===== src/rtl/dmahs_pkg.sv =====
package dmahs_pkg;

  typedef enum logic [1:0] {
    DONE_IGNORE = 2'b00,
    DONE_IN     = 2'b01,
    DONE_OUT    = 2'b10,
    DONE_OD     = 2'b11
  } done_mode_e;

  // Map a raw pin level to "active" under a programmable polarity.
  function automatic logic apply_pol(input logic lvl, input logic high_active);
    return high_active ? lvl : ~lvl;
  endfunction

  // Inactive-to-active transition between two samples.
  function automatic logic went_active(input logic now_v, input logic prev_v);
    return now_v & ~prev_v;
  endfunction

  function automatic logic mode_listens(input done_mode_e m);
    return (m == DONE_IN) || (m == DONE_OD);
  endfunction

  function automatic logic mode_drives(input done_mode_e m);
    return (m == DONE_OUT) || (m == DONE_OD);
  endfunction

endpackage


===== src/rtl/dmahs_sync.sv =====
module dmahs_sync #(
  parameter int   STAGES  = 2,
  parameter logic RST_VAL = 1'b0
) (
  input  logic clk,
  input  logic rst_n,
  input  logic d,
  output logic q
);
  logic [STAGES-1:0] sh;

  always_ff @(posedge clk or negedge rst_n) begin
    if (!rst_n) sh <= {STAGES{RST_VAL}};
    else        sh <= {sh[STAGES-2:0], d};
  end

  assign q = sh[STAGES-1];
endmodule


===== src/rtl/dmahs_req_cond.sv =====
module dmahs_req_cond
  import dmahs_pkg::*;
#(
  parameter int SYNC_STAGES = 2
) (
  input  logic clk,
  input  logic rst_n,
  input  logic chan_rst,
  input  logic run,
  input  logic req_pin,
  input  logic req_pol,
  input  logic req_edge,
  input  logic arb_gnt,
  output logic arb_req,
  output logic req_rise
);
  logic req_s;
  logic act;
  logic act_d;
  logic pending;

  dmahs_sync #(.STAGES(SYNC_STAGES), .RST_VAL(1'b0)) u_sync (
    .clk(clk), .rst_n(rst_n), .d(req_pin), .q(req_s)
  );

  assign act      = apply_pol(req_s, req_pol);
  assign req_rise = went_active(act, act_d);

  always_ff @(posedge clk or negedge rst_n) begin
    if (!rst_n) act_d <= 1'b0;
    else        act_d <= act;
  end

  // Pending edge: a new edge wins over a grant in the same cycle.
  always_ff @(posedge clk or negedge rst_n) begin
    if (!rst_n)                        pending <= 1'b0;
    else if (chan_rst || !req_edge)    pending <= 1'b0;
    else if (req_rise && run)          pending <= 1'b1;
    else if (arb_gnt)                  pending <= 1'b0;
  end

  assign arb_req = ~chan_rst & run & (req_edge ? pending : act);
endmodule


===== src/rtl/dmahs_done_ctrl.sv =====
module dmahs_done_ctrl
  import dmahs_pkg::*;
#(
  parameter int SYNC_STAGES = 2
) (
  input  logic       clk,
  input  logic       rst_n,
  input  logic       chan_rst,
  input  logic       run,
  input  done_mode_e mode,
  input  logic       tc_in,
  input  logic       done_in,
  output logic       done_out,
  output logic       done_oe,
  output logic       drive_now,
  output logic       ext_hit
);
  logic              done_s;
  logic              done_s_d;
  logic              fell;
  logic [SYNC_STAGES-1:0] echo;

  dmahs_sync #(.STAGES(SYNC_STAGES), .RST_VAL(1'b1)) u_sync (
    .clk(clk), .rst_n(rst_n), .d(done_in), .q(done_s)
  );

  always_ff @(posedge clk or negedge rst_n) begin
    if (!rst_n) begin
      drive_now <= 1'b0;
      done_s_d  <= 1'b1;
    end else begin
      drive_now <= ~chan_rst & run & tc_in & mode_drives(mode);
      done_s_d  <= done_s;
    end
  end

  // Delay line marking the cycle when our own pull reaches the detector.
  always_ff @(posedge clk or negedge rst_n) begin
    if (!rst_n) echo <= '0;
    else        echo <= {echo[SYNC_STAGES-2:0], drive_now};
  end

  assign fell    = went_active(~done_s, ~done_s_d);
  assign ext_hit = ~chan_rst & mode_listens(mode) & fell
                 & ~((mode == DONE_OD) & echo[SYNC_STAGES-1]);

  always_comb begin
    unique case (mode)
      DONE_OUT: begin done_oe = 1'b1;      done_out = ~drive_now; end
      DONE_OD:  begin done_oe = drive_now; done_out = 1'b0;       end
      default:  begin done_oe = 1'b0;      done_out = 1'b1;       end
    endcase
  end
endmodule


===== src/rtl/dmahs_chan_state.sv =====
module dmahs_chan_state (
  input  logic clk,
  input  logic rst_n,
  input  logic chan_rst,
  input  logic en_set,
  input  logic arb_gnt,
  input  logic arb_req,
  input  logic tc_in,
  input  logic ext_hit,
  input  logic chain_done,
  output logic chan_en,
  output logic xfer_active,
  output logic abort_cur,
  output logic abort_chain,
  output logic done_stat
);
  logic end_chain;
  logic end_cur;

  assign end_chain = ext_hit & chain_done;
  assign end_cur   = ext_hit & ~chain_done;

  always_ff @(posedge clk or negedge rst_n) begin
    if (!rst_n) begin
      chan_en     <= 1'b0;
      xfer_active <= 1'b0;
      abort_cur   <= 1'b0;
      abort_chain <= 1'b0;
      done_stat   <= 1'b0;
    end else if (chan_rst) begin
      chan_en     <= 1'b0;
      xfer_active <= 1'b0;
      abort_cur   <= 1'b0;
      abort_chain <= 1'b0;
      done_stat   <= 1'b0;
    end else begin
      if (end_chain)   chan_en <= 1'b0;
      else if (en_set) chan_en <= 1'b1;

      if (tc_in || ext_hit)        xfer_active <= 1'b0;
      else if (arb_gnt && arb_req) xfer_active <= 1'b1;

      abort_cur   <= end_cur;
      abort_chain <= end_chain;
      if (ext_hit) done_stat <= 1'b1;
    end
  end
endmodule


===== src/rtl/dmahs_chan.sv =====
module dmahs_chan
  import dmahs_pkg::*;
#(
  parameter int SYNC_STAGES = 2
) (
  input  logic       clk,
  input  logic       rst_n,
  input  logic       chan_rst,
  input  logic       en_set,
  input  logic       req_pol,
  input  logic       req_edge,
  input  logic       ack_pol,
  input  logic [1:0] done_mode,
  input  logic       chain_done,
  input  logic       req_pin,
  input  logic       ack_active,
  output logic       ack_pin,
  input  logic       done_in,
  output logic       done_out,
  output logic       done_oe,
  input  logic       arb_gnt,
  output logic       arb_req,
  input  logic       tc_in,
  output logic       chan_en,
  output logic       xfer_active,
  output logic       abort_cur,
  output logic       abort_chain,
  output logic       done_stat
);
  // Named internal events, visible to the bound checker.
  logic       ext_hit;
  logic       done_drive;
  logic       req_rise;
  done_mode_e mode_q;

  assign mode_q  = done_mode_e'(done_mode);
  assign ack_pin = apply_pol(ack_active & ~chan_rst, ack_pol);

  dmahs_req_cond #(.SYNC_STAGES(SYNC_STAGES)) u_req (
    .clk(clk), .rst_n(rst_n), .chan_rst(chan_rst), .run(chan_en),
    .req_pin(req_pin), .req_pol(req_pol), .req_edge(req_edge),
    .arb_gnt(arb_gnt), .arb_req(arb_req), .req_rise(req_rise)
  );

  dmahs_done_ctrl #(.SYNC_STAGES(SYNC_STAGES)) u_done (
    .clk(clk), .rst_n(rst_n), .chan_rst(chan_rst), .run(chan_en),
    .mode(mode_q), .tc_in(tc_in), .done_in(done_in),
    .done_out(done_out), .done_oe(done_oe),
    .drive_now(done_drive), .ext_hit(ext_hit)
  );

  dmahs_chan_state u_state (
    .clk(clk), .rst_n(rst_n), .chan_rst(chan_rst), .en_set(en_set),
    .arb_gnt(arb_gnt), .arb_req(arb_req), .tc_in(tc_in),
    .ext_hit(ext_hit), .chain_done(chain_done),
    .chan_en(chan_en), .xfer_active(xfer_active),
    .abort_cur(abort_cur), .abort_chain(abort_chain),
    .done_stat(done_stat)
  );
endmodule


===== config.mk =====
export PLATFORM = sky130hd
export DESIGN_NAME = dmahs_chan
export DESIGN_NICKNAME = d
export VERILOG_FILES = /design/src/rtl/dmahs_pkg.sv /design/src/rtl/dmahs_sync.sv /design/src/rtl/dmahs_req_cond.sv /design/src/rtl/dmahs_done_ctrl.sv /design/src/rtl/dmahs_chan_state.sv /design/src/rtl/dmahs_chan.sv
export SDC_FILE = /design/constraint.sdc
export NUM_CORES = 1
export LEC_CHECK = 0
export BUFFER_PORTS_ARGS = -buffer_cell sky130_fd_sc_hd__buf_2
export CORE_UTILIZATION = 41
export DETAILED_ROUTE_END_ITERATION = 12
export PLACE_DENSITY = 0.7
export SYNTH_ARGS = -nofsm -noshare
export SYNTH_HDL_FRONTEND = slang
export SYNTH_HIERARCHICAL = 1
export SYNTH_SLANG_ARGS = --single-unit

===== constraint.sdc =====
create_clock -name clk -period 3.01 [get_ports clk]
set_input_delay 0.7525 -clock clk [delete_from_list [all_inputs] [get_ports clk]]
set_output_delay 0.7525 -clock clk [all_outputs]
set_load 0.05 [all_outputs]

==> flow_metrics.env <==
export IMPL_outcome="finished clean"
export IMPL_grt_first_pass_wirelength_mm=1.37
export IMPL_cts_buffers=3
export IMPL_cp_start_kind="input port"
export IMPL_grt_pass1_vias=342
export IMPL_master_cell_of_the_clock_root_buffer="clkbuf_4"
export IMPL_number_of_pins_exceeding_their_max_slew_limit_in_the_final_report=0
export IMPL_fp_row_count=13
export IMPL_largest_net_degree_at_the_start_of_global_routing=16
export IMPL_share_of_layout_cells_above_drive_strength_1_pct=53.0
export IMPL_cts_hold_fix_buffers=0
export IMPL_die_boundary_width_um=39.4
export IMPL_static_leakage_nw=0.371
export IMPL_power_density_cell_area_mw_per_mm2=514
export IMPL_top_level_ports=24
export IMPL_initial_core_util_pct=44.0
export IMPL_cp_data_arrival_time_ns=1.65
export IMPL_design_die_area_mm2=0.00155
export IMPL_die_height_um=39.4
export IMPL_finalHoldViolCount=0
export IMPL_fin_skew_ns=0.0105
export IMPL_cts_repair_timing_setup_buffer_count=0
export IMPL_finalWeightedCongestion=0.598
export IMPL_first_iter_violations=1
export IMPL_dp_cells=77
export IMPL_cpPeakStageDelay_ns=0.39
export IMPL_whs_ns=0.353
export IMPL_drt_pass1_iterations=4
export IMPL_finalSetupViolations=0
export IMPL_post_drt_wl_per_cell_um=10.9
export IMPL_num_nets_final=82
export IMPL_hp_class="in -> async"
export IMPL_totalNegativeSetupSlack_ns=0
export IMPL_antenna_violations_before_repair=0
export IMPL_post_cts_resize_count=0
export IMPL_final_min_clock_period_ns=2.40
export IMPL_kind_of_capture_point_of_the_worst_setup_path="output port"
export IMPL_syn_inst=39
export IMPL_dp_worst_setup_slack_ns=0.601
export IMPL_clk_latency_ns=0.28
export IMPL_maxCapViolations=0
export IMPL_clock_sink_count=15
export IMPL_route_detailed_drc=0
export IMPL_worstPathMaxFanout=12
export IMPL_drt_antenna_violating_nets=0
export IMPL_relSlewSlack_pct=61.6
export IMPL_vdd_drop_max_mv=0.316
export IMPL_tritoncts_clock_tree="yes"
export IMPL_crit_path_frequent_cell="buf_2"
export IMPL_numPortBuffers=23
export IMPL_yosysWarnings=6
export IMPL_core_mm2=0.00130
export IMPL_synth_avg_cell_area_um2=14.7
export IMPL_clock_tree_htree_level_count=1
export IMPL_max_freq_mhz=416
export IMPL_final_core_util_pct=56.3
export IMPL_syn_area_um2=573
export IMPL_groute_usage_overall_pct=14.4
export IMPL_fin_cells=81
export IMPL_clkSlewWorstSetupHoldPaths_ns=0.09
export IMPL_num_antenna_cells=0
export IMPL_timing_worst_slew_pin_value_ns=0.575
export IMPL_timing_critical_path_buf_inv=2
export IMPL_via_count=395
export IMPL_crit_path_cell_trace="buf_2 > o41ai_2 > buf_2"
export IMPL_setup_worst_path_start="chan_rst"
export IMPL_postLayoutSetupSlackWorst_ns=0.607
export IMPL_areaGrowthSynthToFinish_pct=27.9
export IMPL_wirelength_um=886
export IMPL_hpwl_um=705
export IMPL_period_share_pct=79.8
export IMPL_critical_path_top_delay_family="buffers and inverters"
export IMPL_grt_overflow=0
export IMPL_timing_rr_start="u_done/done_s_d"
export IMPL_timing_reg2reg_setup_slack_ns=1.51
export IMPL_highest_delay_cell_along_the_critical_path="o41ai_2"
export IMPL_clock_path_buffers=2
export IMPL_syn_nets=54
export IMPL_grt_setup_unrepaired="no"
export IMPL_worstPathRequired_ns=2.26
export IMPL_criticalPathCategory="in -> out"
export IMPL_vias_per_cell=4.88
-- through the flow --
step                total power (W)  instance area, µm²
floorplan                  0.000248                 573
global placement           0.000271                 707
detailed placement         0.000272                 707
CTS                        0.000382                 733
global route               0.000400                 733
finish                     0.000377                 733
-- where the power goes --
part / switching (W) / internal [W] / total (W) / leakage, nW
combinational: 0.0000358 / 0.0000167 / 0.0000525 / 0.166
sequential: 0.00000409 / 0.000211 / 0.000215 / 0.190
clock: 0.0000581 / 0.0000513 / 0.000109 / 0.0150
-- final cells by class --
cell class / count / area (µm²)
multi-input combinational: 21 / 183
inverter: 3 / 11.3
fill: 118 / 568
sequential: 15 / 379
timing repair buffer: 23 / 115
clock buffer: 4 / 26.3
tap: 15 / 18.8
-- cells in the final DEF, fill, tap and decap left out --
cell type / count
o31ai_2: 1
dfstp_2: 3
nand3b_1: 1
inv_1: 3
xor2_1: 1
dfrtp_1: 12
clkbuf_4: 3
nor2_1: 3
nor2b_4: 1
nand2_1: 1
o41ai_2: 1
nand4b_1: 1
nor4_2: 1
a21oi_1: 1
xnor2_1: 1
nand4bb_1: 1
and3b_2: 1
a21boi_0: 1
buf_2: 23
clkbuf_1: 1
a2111oi_2: 1
o21ai_0: 1
a211oi_1: 1
nor3b_1: 1
and4b_1: 1
-- layer usage --
layer	global-route usage [%]	up-vias	routed length, µm
li1	-	195	-
met1	19.1	183	421
met2	20.4	17	409
met3	5.11	0	55
met4	7.76	0	0
met5	0	-	0
-- state kept, by name (all words and copies together) (netlist names) --
register and flops:
u_req/act_d 1, u_state/xfer_active 1, u_done/drive_now 1, u_state/done_stat 1, u_state/abort_chain 1, u_done/u_sync/sh 2
u_state/abort_cur 1, u_state/chan_en 1, u_done/echo 2, u_done/done_s_d 1, u_req/u_sync/sh 2, u_req/pending 1
-- worst reg2reg max path: stages (launching register included) --
cell	delay, ns
dfstp_2	0.52
nand2_1	0.05
a2111oi_2	0.58
nor3b_1	0.27
-- path summary, 6_finish.rpt --
kind | depth (start not counted) | endpoint
max | 3 | arb_req
min | 1 | u_req/u_sync/sh[1]
min in group clk | 0 | u_done/u_sync/sh[1]
max reg2reg | 3 | u_state/abort_cur
max in group asynchronous | 1 | u_done/done_s_d
min reg2reg | 0 | u_done/u_sync/sh[1]
No activity file was read; power rests on OpenSTA's default activity.
